--- src/rtl/ddr3_guard_pkg.sv ---
package ddr3_guard_pkg;

    localparam int LIM_W = 6;

    localparam logic [2:0] OP_ACT = 3'd0;
    localparam logic [2:0] OP_RD  = 3'd1;
    localparam logic [2:0] OP_WR  = 3'd2;
    localparam logic [2:0] OP_PRE = 3'd3;
    localparam logic [2:0] OP_REF = 3'd4;

    typedef struct packed {
        logic [LIM_W-1:0] rcd;
        logic [LIM_W-1:0] rp;
        logic [LIM_W-1:0] ras;
        logic [LIM_W-1:0] rc;
    } bank_lim_t;

    function automatic int ceil_div(input int num, input int den);
        return (num + den - 1) / den;
    endfunction

    function automatic int bin_tck_ps(input int bin);
        case (bin)
            0:       return 2500;
            1, 2:    return 1875;
            default: return 1500;
        endcase
    endfunction

    // activate-to-column and precharge recovery share one value per bin
    function automatic int bin_rcd_ps(input int bin);
        case (bin)
            0:       return 15000;
            1:       return 13125;
            2:       return 15000;
            3:       return 12000;
            default: return 13500;
        endcase
    endfunction

    function automatic int bin_ras_ps(input int bin);
        case (bin)
            0, 1, 2: return 37500;
            default: return 36000;
        endcase
    endfunction

    function automatic int bin_rc_ps(input int bin);
        case (bin)
            0:       return 52500;
            1:       return 50625;
            2:       return 52500;
            3:       return 48000;
            default: return 49500;
        endcase
    endfunction

endpackage

--- src/rtl/ddr3_timing_lut.sv ---
module ddr3_timing_lut
    import ddr3_guard_pkg::*;
#(
    parameter int TREFI_NS = 7800,
    parameter int REF_W    = 14,
    parameter int SEL_W    = 3
) (
    input  logic [SEL_W-1:0] speed_bin,
    input  logic             temp_hot,
    output bank_lim_t        lim,
    output logic [REF_W-1:0] ref_limit
);
    localparam int N_BINS = 1 << SEL_W;

    bank_lim_t        lim_tab  [N_BINS];
    logic [REF_W-1:0] cold_tab [N_BINS];
    logic [REF_W-1:0] hot_tab  [N_BINS];

    for (genvar g = 0; g < N_BINS; g++) begin : g_bin
        assign lim_tab[g].rcd = LIM_W'(ceil_div(bin_rcd_ps(g), bin_tck_ps(g)));
        assign lim_tab[g].rp  = LIM_W'(ceil_div(bin_rcd_ps(g), bin_tck_ps(g)));
        assign lim_tab[g].ras = LIM_W'(ceil_div(bin_ras_ps(g), bin_tck_ps(g)));
        assign lim_tab[g].rc  = LIM_W'(ceil_div(bin_rc_ps(g),  bin_tck_ps(g)));
        assign cold_tab[g]    = REF_W'(ceil_div(TREFI_NS * 1000, bin_tck_ps(g)));
        assign hot_tab[g]     = REF_W'(ceil_div(TREFI_NS * 500,  bin_tck_ps(g)));
    end

    always_comb begin
        lim       = lim_tab[speed_bin];
        ref_limit = temp_hot ? hot_tab[speed_bin] : cold_tab[speed_bin];
    end
endmodule

--- src/rtl/ddr3_bank_fsm.sv ---
module ddr3_bank_fsm
    import ddr3_guard_pkg::*;
(
    input  logic      clk,
    input  logic      rst_n,
    input  bank_lim_t lim,
    input  logic      act_go,
    input  logic      pre_go,
    output logic      is_open,
    output logic      act_ok,
    output logic      col_ok,
    output logic      pre_ok,
    output logic      ref_ready
);
    typedef enum logic {BK_IDLE, BK_OPEN} bank_state_e;

    bank_state_e      state_q, state_d;
    logic [LIM_W-1:0] rcd_q, ras_q, rc_q, rp_q;

    always_ff @(posedge clk or negedge rst_n) begin
        if (!rst_n) state_q <= BK_IDLE;
        else        state_q <= state_d;
    end

    always_comb begin
        state_d = state_q;
        unique case (state_q)
            BK_IDLE: if (act_go) state_d = BK_OPEN;
            BK_OPEN: if (pre_go) state_d = BK_IDLE;
        endcase
    end

    always_ff @(posedge clk or negedge rst_n) begin
        if (!rst_n) begin
            rcd_q <= '0;
            ras_q <= '0;
            rc_q  <= '0;
            rp_q  <= '0;
        end else begin
            if (act_go) begin
                rcd_q <= lim.rcd - LIM_W'(1);
                ras_q <= lim.ras - LIM_W'(1);
                rc_q  <= lim.rc  - LIM_W'(1);
            end else begin
                if (rcd_q != '0) rcd_q <= rcd_q - LIM_W'(1);
                if (ras_q != '0) ras_q <= ras_q - LIM_W'(1);
                if (rc_q  != '0) rc_q  <= rc_q  - LIM_W'(1);
            end
            if (pre_go)           rp_q <= lim.rp - LIM_W'(1);
            else if (rp_q != '0)  rp_q <= rp_q - LIM_W'(1);
        end
    end

    always_comb begin
        is_open   = (state_q == BK_OPEN);
        act_ok    = (state_q == BK_IDLE) && (rp_q == '0) && (rc_q == '0);
        col_ok    = (state_q == BK_OPEN) && (rcd_q == '0);
        pre_ok    = (state_q == BK_OPEN) && (ras_q == '0);
        ref_ready = (state_q == BK_IDLE) && (rp_q == '0);
    end
endmodule

--- src/rtl/ddr3_refresh_timer.sv ---
module ddr3_refresh_timer #(
    parameter int REF_W = 14
) (
    input  logic             clk,
    input  logic             rst_n,
    input  logic [REF_W-1:0] limit,
    input  logic             ack,
    output logic             due
);
    typedef enum logic {RF_COUNT, RF_DUE} ref_state_e;

    ref_state_e       state_q, state_d;
    logic [REF_W-1:0] cnt_q;
    logic             elapsed;

    assign elapsed = (cnt_q >= (limit - REF_W'(1)));

    always_ff @(posedge clk or negedge rst_n) begin
        if (!rst_n) state_q <= RF_COUNT;
        else        state_q <= state_d;
    end

    always_comb begin
        state_d = state_q;
        unique case (state_q)
            RF_COUNT: if (ack) state_d = RF_COUNT;
                      else if (elapsed) state_d = RF_DUE;
            RF_DUE:   if (ack) state_d = RF_COUNT;
        endcase
    end

    always_ff @(posedge clk or negedge rst_n) begin
        if (!rst_n)                                          cnt_q <= '0;
        else if (ack)                                        cnt_q <= '0;
        else if (state_q == RF_COUNT && state_d == RF_COUNT) cnt_q <= cnt_q + REF_W'(1);
    end

    assign due = (state_q == RF_DUE);
endmodule

--- src/rtl/ddr3_bank_guard.sv ---
module ddr3_bank_guard
    import ddr3_guard_pkg::*;
#(
    parameter int BANK_W   = 3,
    parameter int TREFI_NS = 7800,
    parameter int REF_W    = 14
) (
    input  logic                     clk,
    input  logic                     rst_n,
    input  logic [2:0]               speed_bin,
    input  logic                     temp_hot,
    input  logic                     cmd_valid,
    input  logic [2:0]               cmd_op,
    input  logic [BANK_W-1:0]        cmd_bank,
    input  logic                     ref_ack,
    output logic [(1<<BANK_W)-1:0]   act_ok,
    output logic [(1<<BANK_W)-1:0]   rdwr_ok,
    output logic [(1<<BANK_W)-1:0]   pre_ok,
    output logic                     ref_ok,
    output logic [(1<<BANK_W)-1:0]   bank_open,
    output logic                     ref_due,
    output logic                     err_timing,
    output logic                     err_proto,
    output logic [BANK_W-1:0]        err_bank
);
    localparam int NB = 1 << BANK_W;

    typedef enum logic {ERR_CLEAN, ERR_HELD} err_state_e;

    bank_lim_t        lim;
    logic [REF_W-1:0] ref_limit;
    logic [NB-1:0]    ref_ready;
    logic [NB-1:0]    act_go, pre_go;
    logic             is_act, is_col, is_pre, is_ref;
    logic             bad_proto, bad_timing;
    logic [BANK_W-1:0] bad_bank, ref_block;
    err_state_e       err_q, err_d;

    ddr3_timing_lut #(.TREFI_NS(TREFI_NS), .REF_W(REF_W), .SEL_W(3)) u_lut (
        .speed_bin (speed_bin),
        .temp_hot  (temp_hot),
        .lim       (lim),
        .ref_limit (ref_limit)
    );

    ddr3_refresh_timer #(.REF_W(REF_W)) u_ref (
        .clk   (clk),
        .rst_n (rst_n),
        .limit (ref_limit),
        .ack   (ref_ack),
        .due   (ref_due)
    );

    always_comb begin
        is_act = cmd_valid && (cmd_op == OP_ACT);
        is_col = cmd_valid && ((cmd_op == OP_RD) || (cmd_op == OP_WR));
        is_pre = cmd_valid && (cmd_op == OP_PRE);
        is_ref = cmd_valid && (cmd_op == OP_REF);
    end

    for (genvar g = 0; g < NB; g++) begin : g_bank
        assign act_go[g] = is_act && (cmd_bank == BANK_W'(g)) && act_ok[g];
        assign pre_go[g] = is_pre && (cmd_bank == BANK_W'(g)) && pre_ok[g];

        ddr3_bank_fsm u_bank (
            .clk       (clk),
            .rst_n     (rst_n),
            .lim       (lim),
            .act_go    (act_go[g]),
            .pre_go    (pre_go[g]),
            .is_open   (bank_open[g]),
            .act_ok    (act_ok[g]),
            .col_ok    (rdwr_ok[g]),
            .pre_ok    (pre_ok[g]),
            .ref_ready (ref_ready[g])
        );
    end

    assign ref_ok = &ref_ready;

    // lowest-numbered bank that keeps a refresh from issuing
    always_comb begin
        ref_block = '0;
        for (int i = NB - 1; i >= 0; i--) begin
            if (!ref_ready[i]) ref_block = BANK_W'(i);
        end
    end

    always_comb begin
        bad_proto  = 1'b0;
        bad_timing = 1'b0;
        bad_bank   = cmd_bank;
        if (is_act) begin
            bad_proto  = bank_open[cmd_bank];
            bad_timing = !bank_open[cmd_bank] && !act_ok[cmd_bank];
        end else if (is_col) begin
            bad_proto  = !bank_open[cmd_bank];
            bad_timing = bank_open[cmd_bank] && !rdwr_ok[cmd_bank];
        end else if (is_pre) begin
            bad_proto  = !bank_open[cmd_bank];
            bad_timing = bank_open[cmd_bank] && !pre_ok[cmd_bank];
        end else if (is_ref) begin
            bad_proto  = |bank_open;
            bad_timing = !(|bank_open) && !ref_ok;
            bad_bank   = ref_block;
        end
    end

    always_ff @(posedge clk or negedge rst_n) begin
        if (!rst_n) err_q <= ERR_CLEAN;
        else        err_q <= err_d;
    end

    always_comb begin
        err_d = err_q;
        unique case (err_q)
            ERR_CLEAN: if (bad_proto || bad_timing) err_d = ERR_HELD;
            ERR_HELD:  err_d = ERR_HELD;
        endcase
    end

    always_ff @(posedge clk or negedge rst_n) begin
        if (!rst_n) begin
            err_timing <= 1'b0;
            err_proto  <= 1'b0;
            err_bank   <= '0;
        end else begin
            if (bad_timing) err_timing <= 1'b1;
            if (bad_proto)  err_proto  <= 1'b1;
            if (err_q == ERR_CLEAN && err_d == ERR_HELD) err_bank <= bad_bank;
        end
    end
endmodule

--- config.mk ---
export PLATFORM = sky130hd
export DESIGN_NAME = ddr3_bank_guard
export DESIGN_NICKNAME = d
export VERILOG_FILES = /design/src/rtl/ddr3_guard_pkg.sv /design/src/rtl/ddr3_timing_lut.sv /design/src/rtl/ddr3_bank_fsm.sv /design/src/rtl/ddr3_refresh_timer.sv /design/src/rtl/ddr3_bank_guard.sv
export SDC_FILE = /design/constraint.sdc
export NUM_CORES = 1
export LEC_CHECK = 0
export ABC_AREA = 0
export CORE_MARGIN = 2
export CORE_UTILIZATION = 30
export DETAILED_ROUTE_END_ITERATION = 6
export GPL_TIMING_DRIVEN = 0
export PLACE_DENSITY = 0.55
export SETUP_SLACK_MARGIN = 0.1
export SLEW_MARGIN = 20
export SYNTH_ARGS = -nofsm -noshare
export SYNTH_HDL_FRONTEND = slang
export SYNTH_HIERARCHICAL = 1
export SYNTH_SLANG_ARGS = --single-unit
--- constraint.sdc ---
create_clock -name clk -period 7.4 [get_ports clk]
set_clock_uncertainty 0.15 [all_clocks]
set_input_delay 1.48 -clock clk [delete_from_list [all_inputs] [get_ports clk]]
set_output_delay 1.48 -clock clk [all_outputs]
set_load 0.02 [all_outputs]
==> impl_metrics.ini, run 1 <==
[pwr]
cell_internal_pwr_uw = 3770
irDropWorstVdd_mv = 0.188
netSwitchingFraction_pct = 36.0
power.density_mw_per_mm2 = 331
leakage_uw = 0.00707
share_clk_of_total_power_pct = 24.2
net-switching-power_uw = 2120
p_comb_share_pct = 40.6
seq_power_share_pct = 35.2
total_power_uw = 5890

[placement]
total_placed_instance_area_sq_mm = 0.0168
numPortBuffers = 51
gpl.final_weighted_congestion = 0.864
detailed_place_hpwl_microns = 30300

[cts]
library_cell_used_as_clock_root_buffer = sky130_fd_sc_hd__clkbuf_16
clock_tree_from_tritoncts = yes
max-clock-path-buffers = 3
worstSkewPairLatency_ps = 560
post_cts_hold_buffer_count = 0
cts_sinks = 221
worst_setup_hold_path_clk_slew_ps = 60
cts-htree-levels = 1
cts_resized = 0
cts_setup_buffers = 0
cts_made_buffers = 28

[timing]
final_period_minus_worst_setup_slack_ps = 6420
fin_setup_tns_ps = 0
hold_slack_ps = 340
slew_headroom_pct = 26.7
timing.final.setup_violations = 0
worstMarginPinSlew_ps = 1100
fmax_mhz = 156
final_max_slew_viol_count = 0
layout_worst_path_cycle_share_pct = 86.7
setup_repair_after_global_routing_missed_its_margin = false
final_hold_violations = 0

[min_path]
timing.hold.worst.class = flip-flop to flip-flop

[floorplanning]
placementRows = 82
chipHeight_microns = 230
fp.dieW_microns = 230
pin_count = 53
placeableCoreArea_sq_mm = 0.0502
area_of_the_die_sq_mm = 0.0527
floorplan.initialDensity_pct = 30.4

[route]
violation_count_after_the_first_detailed_route_iteration = 843
vias = 12674
residual_drc = 8
vias_per_cell = 5.41
wirelength_microns = 44200
detail-route-antenna-nets = 0
drt-wirelength-per-cell_microns = 18.9
dr.pass1.iters = 7

[critical_path]
crit_fanout = 25
setup.worst_path.class = primary input to flip-flop
endpoint_kind = flip-flop
cp_data_required_time_ps = 7690
path_cells = clkdlybuf4s50_1, inv_1, ha_1, nor2b_4, buf_16, inv_2, and2_1, buf_4, or3_1, or2_1, nor3_2, xnor2_1, ha_1, and4_1, nand3_1, a311oi_1, buf_2, buf_2, nor2_1, a31o_2
timing.critical_path.slowest_cell_delay_ps = 550
worstPathArrival_ps = 6710
crit_path_top_delay_cell = sky130_fd_sc_hd__clkdlybuf4s50_1
startpoint_type = primary input

[layout]
diodes = 0
area_growth_pct = 16.5
register_area_sq_mm = 0.00553
post-route-cell-area_sq_mm = 0.0178
commonest_non_fill_non_tap_cell_in_the_layout = sky130_fd_sc_hd__dfrtp_1
multi_input_comb_area_sq_mm = 0.00935
filler_cell_count = 5039
layout_common_cells = sky130_fd_sc_hd__dfrtp_1, sky130_fd_sc_hd__mux2i_1, sky130_fd_sc_hd__xnor2_1
final_core_util_pct = 35.4
post_route_cells_drive_above_1_share_pct = 12.2
final_nets = 1715

[run]
cap_violations = 0

[global_route]
initial_antenna_violation_count = 1
grt_max_degree = 87
vias_in_the_first_global_route = 12727
grt_first_pass_wirelength_microns = 71000
gr-usage-all-layers_pct = 16.7
overflow = 0

[synthesis]
synth-edff-count = 0
netlist.top_cell.by_area = sky130_fd_sc_hd__dfrtp_1
synth_cell_types = 71
syn_area_per_cell_sq_um = 9.82
syn-cell-area_sq_mm = 0.0153
ff_latch_count_synth = 221
synth-warning-count = 6
synthDominantCellAreaShare_pct = 36.2
postSynth.asyncResetShare_pct = 100
portion_of_the_post_synthesis_area_used_by_sequential_elements_pct = 36.2
ys.flop_type = sky130_fd_sc_hd__dfrtp_1
top_cells_by_area_synth = sky130_fd_sc_hd__dfrtp_1, sky130_fd_sc_hd__mux2i_1, sky130_fd_sc_hd__xnor2_1
netlist_instances = 1553

[status]
outcome = finished, violations left
failed_checks = DRC
==> Yosys cell counts (all sizes together), types with 2 or more instances <==
cell type  number
a211o           3
a211oi          2
a21o           26
a21oi          52
a22o            8
a22oi          34
a311oi          2
a31o            9
and2           18
and2b           2
and3           21
buf            45
clkbuf         18
dfrtp         221
ha             52
inv            23
mux2            8
mux2i         142
mux4            6
nand2          64
nand2b          5
nand3          35
nand3b          9
nand4           4
nand4b         32
nor2          108
nor2b          34
nor3           98
nor3b          32
nor4           22
nor4b           2
o211ai          8
o21a            8
o21ai          12
o21ba          40
o22ai           8
o311ai         24
o31ai          23
or2            13
or3            60
or3b           48
or4            24
xnor2         106
xor2           35
==> state kept, by name, summed over array words and instances, names as in the netlist <==
| register | cells |
|---|---|
| g_bank.u_bank/rp_q | 48 |
| g_bank.u_bank/rc_q | 48 |
| g_bank.u_bank/is_open | 8 |
| u_ref/cnt_q | 14 |
| err_bank | 3 |
| err_q | 1 |
| g_bank.u_bank/rcd_q | 48 |
| g_bank.u_bank/ras_q | 48 |
| u_ref/due | 1 |
| err_timing | 1 |
| err_proto | 1 |
==> cells by family after synthesis <==
family                   synth area share, %
buffers and inverters                   2.88
AO/OA/AOI/OAI                           13.0
adder cells (fa/ha/maj)                 4.26
XOR/XNOR                                8.09
other                                 0.0246
multiplexers                            10.9
AND/OR/NAND/NOR                         24.5
flip-flops                              36.2
==> per-stage QoR <==
step / setup slack, ps / instances
finish: 985 / 2341
global route: 685 / 2341
CTS: 1020 / 2341
detailed placement: 449 / 2291
global placement: -5890 / 2286
floorplan: 1030 / 1563
==> power groups by stage <==
stage / Sequential, uW / Clock [uW] / Combinational (uW)
after floorplan: 1970 / 0 / 1930
after global placement: 2060 / 0 / 2290
after detailed placement: 2070 / 0 / 2380
after CTS: 2060 / 1470 / 2390
after global routing: 2140 / 1520 / 2690
final: 2070 / 1430 / 2390
==> cell type report <==
type | instances | share of cell area, %
clock inverter | 15 | 0.901
tap | 672 | 4.73
buffer | 63 | 1.99
timing repair buffer | 56 | 3.68
clock buffer | 35 | 4.49
inverter | 23 | 0.486
sequential | 221 | 31.1
multi-input combinational | 1256 | 52.6
==> path summary, 6_finish.rpt <==
| kind | startpoint | to | slack [ps] | cells past startpoint |
|---|---|---|---|---|
| hold reg to reg | err_q | err_q | 340 | 1 |
| setup reg to reg | g_bank[0].u_bank/rc_q[2] | g_bank[0].u_bank/rcd_q[4] | 2520 | 11 |
| hold / removal | err_q | err_q | 340 | 1 |
| min in group asynchronous | rst_n | g_bank[3].u_bank/rc_q[2] | 750 | 1 |
| max in group asynchronous | rst_n | u_ref/due | 5500 | 2 |
| setup / recovery | speed_bin[1] | u_ref/cnt_q[2] | 980 | 20 |
==> metal layers <==
| layer | global-route usage, % | vias to the layer above | part of all wire (%) |
|---|---|---|---|
| li1 | - | 5962 | - |
| met1 | 22.2 | 6384 | 46 |
| met2 | 27.6 | 266 | 47 |
| met3 | 2.69 | 62 | 4.5 |
| met4 | 5.13 | 0 | 2.5 |
| met5 | 0 | - | 0 |
==> worst max-delay path: cells and delay by family <==
kind            cells  cell delay [ps]
compound gates      2              690
fa+ha+maj           2              570
xor+xnor            1               90
buf+inv             7             1850
simple gates        8             2000
Power figures use the tool's default switching activity.
==> run 2, diff against run 1 <==
- CAP_MARGIN: unset -> 30
==> impl_metrics.ini, run 2 (synthesized netlist as in run 1, its figures left out) <==
[route]
detail-route-antenna-nets = 0
drt-wirelength-per-cell_microns = 18.8
dr.pass1.iters = 5
wirelength_microns = 44100
violation_count_after_the_first_detailed_route_iteration = 817
vias = 12664
vias_per_cell = 5.41
residual_drc = 0

[critical_path]
reg2reg_depth = 11
worstPathArrival_ps = 6660
endpoint_kind = flip-flop
cp_data_required_time_ps = 7700
crit_fanout = 25
startpoint_type = primary input
setup.worst_path.class = primary input to flip-flop

[placement]
placement.setup.worst_slack_ps = 453
gpl.final_weighted_congestion = 0.864
detailed_place_hpwl_microns = 30500
numPortBuffers = 51
cells_after_dpl = 2292

[status]
outcome = finished, final reports clean

[global_route]
initial_antenna_violation_count = 0
vias_in_the_first_global_route = 12756
grt_first_pass_wirelength_microns = 71000
overflow = 0
gr-usage-all-layers_pct = 16.7
grt_max_degree = 87

[floorplanning]
pin_count = 53
placementRows = 82
placeableCoreArea_sq_mm = 0.0502
fp.dieW_microns = 230
chipHeight_microns = 230
floorplan.initialDensity_pct = 30.4
area_of_the_die_sq_mm = 0.0527

[timing]
slew_headroom_pct = 36.2
setup_repair_after_global_routing_missed_its_margin = false
final_period_minus_worst_setup_slack_ps = 6360
layout_worst_path_cycle_share_pct = 85.9
final.setup.worst_slack_ps = 1040
final_max_slew_viol_count = 0
timing.final.setup_violations = 0
final_hold_violations = 0
worstMarginPinSlew_ps = 950
fmax_mhz = 157

[min_path]
timing.hold.worst.class = flip-flop to flip-flop
number_of_cells_traversed_by_the_worst_hold_path = 1

[layout]
final_nets = 1716
area_growth_pct = 16.4
instances_no_fill = 2343
diodes = 0
post_route_cells_drive_above_1_share_pct = 12.0
commonest_non_fill_non_tap_cell_in_the_layout = sky130_fd_sc_hd__dfrtp_1
layout_common_cells = sky130_fd_sc_hd__dfrtp_1, sky130_fd_sc_hd__mux2i_1, sky130_fd_sc_hd__xnor2_1

[run]
cap_violations = 0

[cts]
cts_made_buffers = 28
cts_setup_buffers = 0
worstSkewPairLatency_ps = 560
worst_setup_hold_path_clk_slew_ps = 60
clock_tree_from_tritoncts = yes
cts_sinks = 221
library_cell_used_as_clock_root_buffer = sky130_fd_sc_hd__clkbuf_16
cts_resized = 0
post_cts_hold_buffer_count = 0
cts-htree-levels = 1
max-clock-path-buffers = 3

[pwr]
leakage_uw = 0.00708
irDropWorstVdd_mv = 0.175
power.density_mw_per_mm2 = 330
[run 2: worst max-delay path, stage by stage]
cell	delay [ps]
sky130_fd_sc_hd__clkdlybuf4s50_1	560
sky130_fd_sc_hd__inv_1	90
sky130_fd_sc_hd__ha_1	280
sky130_fd_sc_hd__nor2b_4	420
sky130_fd_sc_hd__buf_16	220
sky130_fd_sc_hd__inv_2	280
sky130_fd_sc_hd__and2_1	320
sky130_fd_sc_hd__buf_4	150
sky130_fd_sc_hd__or3_1	380
sky130_fd_sc_hd__or2_1	260
sky130_fd_sc_hd__nor3_2	140
sky130_fd_sc_hd__xnor2_1	90
sky130_fd_sc_hd__ha_1	280
sky130_fd_sc_hd__and4_1	240
sky130_fd_sc_hd__nand3_1	120
sky130_fd_sc_hd__a311oi_1	430
sky130_fd_sc_hd__buf_2	300
sky130_fd_sc_hd__buf_2	240
sky130_fd_sc_hd__nor2_1	100
sky130_fd_sc_hd__a31o_2	230
[run 2: stage by stage]
stage / total power (uW) / utilization [%] / hold WS (ps) / cell area, sq um / TNS (ps)
floorplan: 3900 / - / 290 / 15300 / 0
global placement: 4350 / 33.2 / 311 / 16600 / -1311770
detailed placement: 4460 / 33.5 / 315 / 16800 / 0
CTS: 5890 / 35.4 / 334 / 17800 / 0
finish: 5850 / 35.4 / 333 / 17800 / 0
global route: 6310 / 35.4 / 357 / 17800 / 0
[run 2: final cells by class]
cell class | count | area (sq um)
Fill cell | 5041 | 32400
Clock inverter | 10 | 104
Sequential cell | 221 | 5530
Buffer | 63 | 353
Timing Repair Buffer | 57 | 668
Multi-Input combinational cell | 1256 | 9350
Clock buffer | 41 | 831
Inverter | 23 | 86.3
Tap cell | 672 | 841
[run 2: final timing paths]
| path | startpoint | to | slack [ps] |
|---|---|---|---|
| max in group asynchronous | rst_n | u_ref/cnt_q[8] | 5520 |
| min in group asynchronous | rst_n | g_bank[3].u_bank/rc_q[1] | 740 |
| setup / recovery | speed_bin[1] | u_ref/cnt_q[2] | 1040 |
| setup reg to reg | g_bank[3].u_bank/rc_q[0] | g_bank[3].u_bank/rcd_q[4] | 2410 |
| hold / removal | err_q | err_q | 330 |
| hold reg to reg | err_q | err_q | 330 |
[run 2: report_power, final]
group	internal [uW]	switching (uW)	total (uW)
sequential	1650	420	2070
clock	842	551	1390
combinational	1260	1130	2390
total	3750	2100	5850
[run 2: metal layers]
metal | share of wire, % | track usage (%)
met3 | 4.9 | 2.50
met4 | 2.7 | 5.15
met1 | 45 | 22.3
met5 | 0 | 0
met2 | 47 | 27.6
==> run 3, diff against run 2 <==
- clock period: 7.4 -> 6.3 ns (I/O delays scaled with it)
==> impl_metrics.ini, run 3 (synthesized netlist as in run 1, its figures left out) <==
[critical_path]
path_cells = clkdlybuf4s50_1, inv_1, ha_1, nor2b_4, buf_16, inv_2, and2_1, buf_4, or3_1, or2_1, nor3_2, xnor2_1, ha_1, and4_1, nand3_1, a311oi_1, buf_2, buf_2, nor2_1, a31o_2
flop2flop_setup_slack_ps = 1350
crit_path_top_delay_cell = sky130_fd_sc_hd__clkdlybuf4s50_1
crit_fanout = 25
capture_point_of_the_worst_path = u_ref/cnt_q[2]
worst_setup_path_startpoint = speed_bin[1]
timing.critical_path.depth = 20
endpoint_kind = flip-flop
timing.critical_path.slowest_cell_delay_ps = 560
cp_data_required_time_ps = 6600
setup.worst_path.class = primary input to flip-flop
critPathBufInv = 7
worst_path_dominant_cell_family = buffers and inverters
destination_of_the_worst_register_to_register_timing_path = g_bank[3].u_bank/rcd_q[4]
reg2reg_depth = 11
startpoint_type = primary input
worstPathArrival_ps = 6150
r2r-start = g_bank[3].u_bank/rc_q[0]

[floorplanning]
placeableCoreArea_sq_mm = 0.0502
placementRows = 82
fp.dieW_microns = 230
chipHeight_microns = 230
area_of_the_die_sq_mm = 0.0527
pin_count = 53
floorplan.initialDensity_pct = 30.4

[cts]
post_cts_hold_buffer_count = 0
worst_setup_hold_path_clk_slew_ps = 60
cts_sinks = 221
worstSkewPairLatency_ps = 560
clock_tree_from_tritoncts = yes
cts_made_buffers = 28
max-clock-path-buffers = 3
cts-htree-levels = 1
library_cell_used_as_clock_root_buffer = sky130_fd_sc_hd__clkbuf_16

[route]
violation_count_after_the_first_detailed_route_iteration = 838
dr.pass1.iters = 5
drt-wirelength-per-cell_microns = 18.8
vias = 12701
detail-route-antenna-nets = 0
vias_per_cell = 5.41
wirelength_microns = 44200
residual_drc = 0

[timing]
worstMarginPinSlew_ps = 938
layout_worst_path_cycle_share_pct = 92.8
fin_setup_tns_ps = 0
final_max_slew_viol_count = 0
fmax_mhz = 171
slew_headroom_pct = 37.5
hold_slack_ps = 333
timing.final.setup_violations = 0
final_period_minus_worst_setup_slack_ps = 5850
setup_repair_after_global_routing_missed_its_margin = false
final_hold_violations = 0

[placement]
numPortBuffers = 51
detailed_place_hpwl_microns = 30500
gpl.final_weighted_congestion = 0.864

[min_path]
timing.hold.worst.class = flip-flop to flip-flop
number_of_cells_traversed_by_the_worst_hold_path = 1

[layout]
register_area_sq_mm = 0.00553
area_growth_pct = 16.9
post_route_cells_drive_above_1_share_pct = 12.3
filler_cell_count = 5036
layout_common_cells = sky130_fd_sc_hd__dfrtp_1, sky130_fd_sc_hd__mux2i_1, sky130_fd_sc_hd__xnor2_1
diodes = 0
multi_input_comb_area_sq_mm = 0.00935
commonest_non_fill_non_tap_cell_in_the_layout = sky130_fd_sc_hd__dfrtp_1
final_nets = 1722

[global_route]
gr-usage-all-layers_pct = 16.7
grt_first_pass_wirelength_microns = 71000
overflow = 0
initial_antenna_violation_count = 0
vias_in_the_first_global_route = 12756
grt_max_degree = 87

[pwr]
total_power_uw = 6880
irDropWorstVdd_mv = 0.207
power.density_mw_per_mm2 = 386
leakage_uw = 0.00711

[status]
outcome = finished, final reports clean

[run]
cap_violations = 0
## run 3: cell types whose count changed in the layout (fill, tap and decap cells not counted), sizes merged
| cell | change |
|---|---|
| buf | +6 |
## run 3: layer usage
layer | vias to the layer above | GRT usage (%) | routed length (microns)
met2 | 282 | 27.6 | 20900
li1 | 5984 | - | -
met4 | 0 | 5.15 | 1120
met5 | - | 0 | 0
met3 | 65 | 2.50 | 2180
met1 | 6370 | 22.3 | 20000
## run 3: how the worst min path moves through the flow
stage                from    endpoint
6_report            err_q       err_q
5_1_grt        err_timing  err_timing
4_1_cts             err_q       err_q
3_5_place_dp   err_timing  err_timing
3_3_place_gp        err_q       err_q
2_1_floorplan       err_q       err_q
## run 3: through the flow
| step | worst slack, ps | utilization (%) | area (sq um) | std cells |
|---|---|---|---|---|
| after global placement | -6770 | 33.2 | 16600 | 2286 |
| after CTS | 166 | 35.4 | 17800 | 2343 |
| after detailed placement | -427 | 33.5 | 16800 | 2292 |
| after floorplan | 145 | - | 15300 | 1563 |
| after global routing | 142 | 35.5 | 17800 | 2349 |
| final | 453 | 35.5 | 17800 | 2349 |
## run 3: power breakdown
part	internal, uW	leakage [uW]	switching [uW]
clock	989	0.000468	650
combinational	1480	0.00384	1330
sequential	1940	0.00281	493
total	4410	0.00711	2470
## run 3: area by class of cell
type / count / share of cell area [%]
Multi-Input combinational cell: 1256 / 52.4
Sequential cell: 221 / 31.0
Tap cell: 672 / 4.71
Clock buffer: 41 / 4.66
Timing Repair Buffer: 63 / 4.14
Buffer: 63 / 1.98
Clock inverter: 10 / 0.582
Inverter: 23 / 0.512
## run 3: worst register-to-register path, cell delays in order, from the launching register on
cell and delay (ps):
sky130_fd_sc_hd__dfrtp_1 390, sky130_fd_sc_hd__or3_4 410, sky130_fd_sc_hd__or4_4 470, sky130_fd_sc_hd__nor3_1 700, sky130_fd_sc_hd__and3_1 370, sky130_fd_sc_hd__clkbuf_1 490, sky130_fd_sc_hd__buf_2 390, sky130_fd_sc_hd__mux2i_1 230
sky130_fd_sc_hd__ha_1 270, sky130_fd_sc_hd__or3b_2 470, sky130_fd_sc_hd__or3b_1 370, sky130_fd_sc_hd__a22oi_1 150
## run 3: what timing repair did
item,4_1_cts,5_1_grt
setup endpoints to repair,0,15
resized for setup,0,3
buffers inserted,0,6
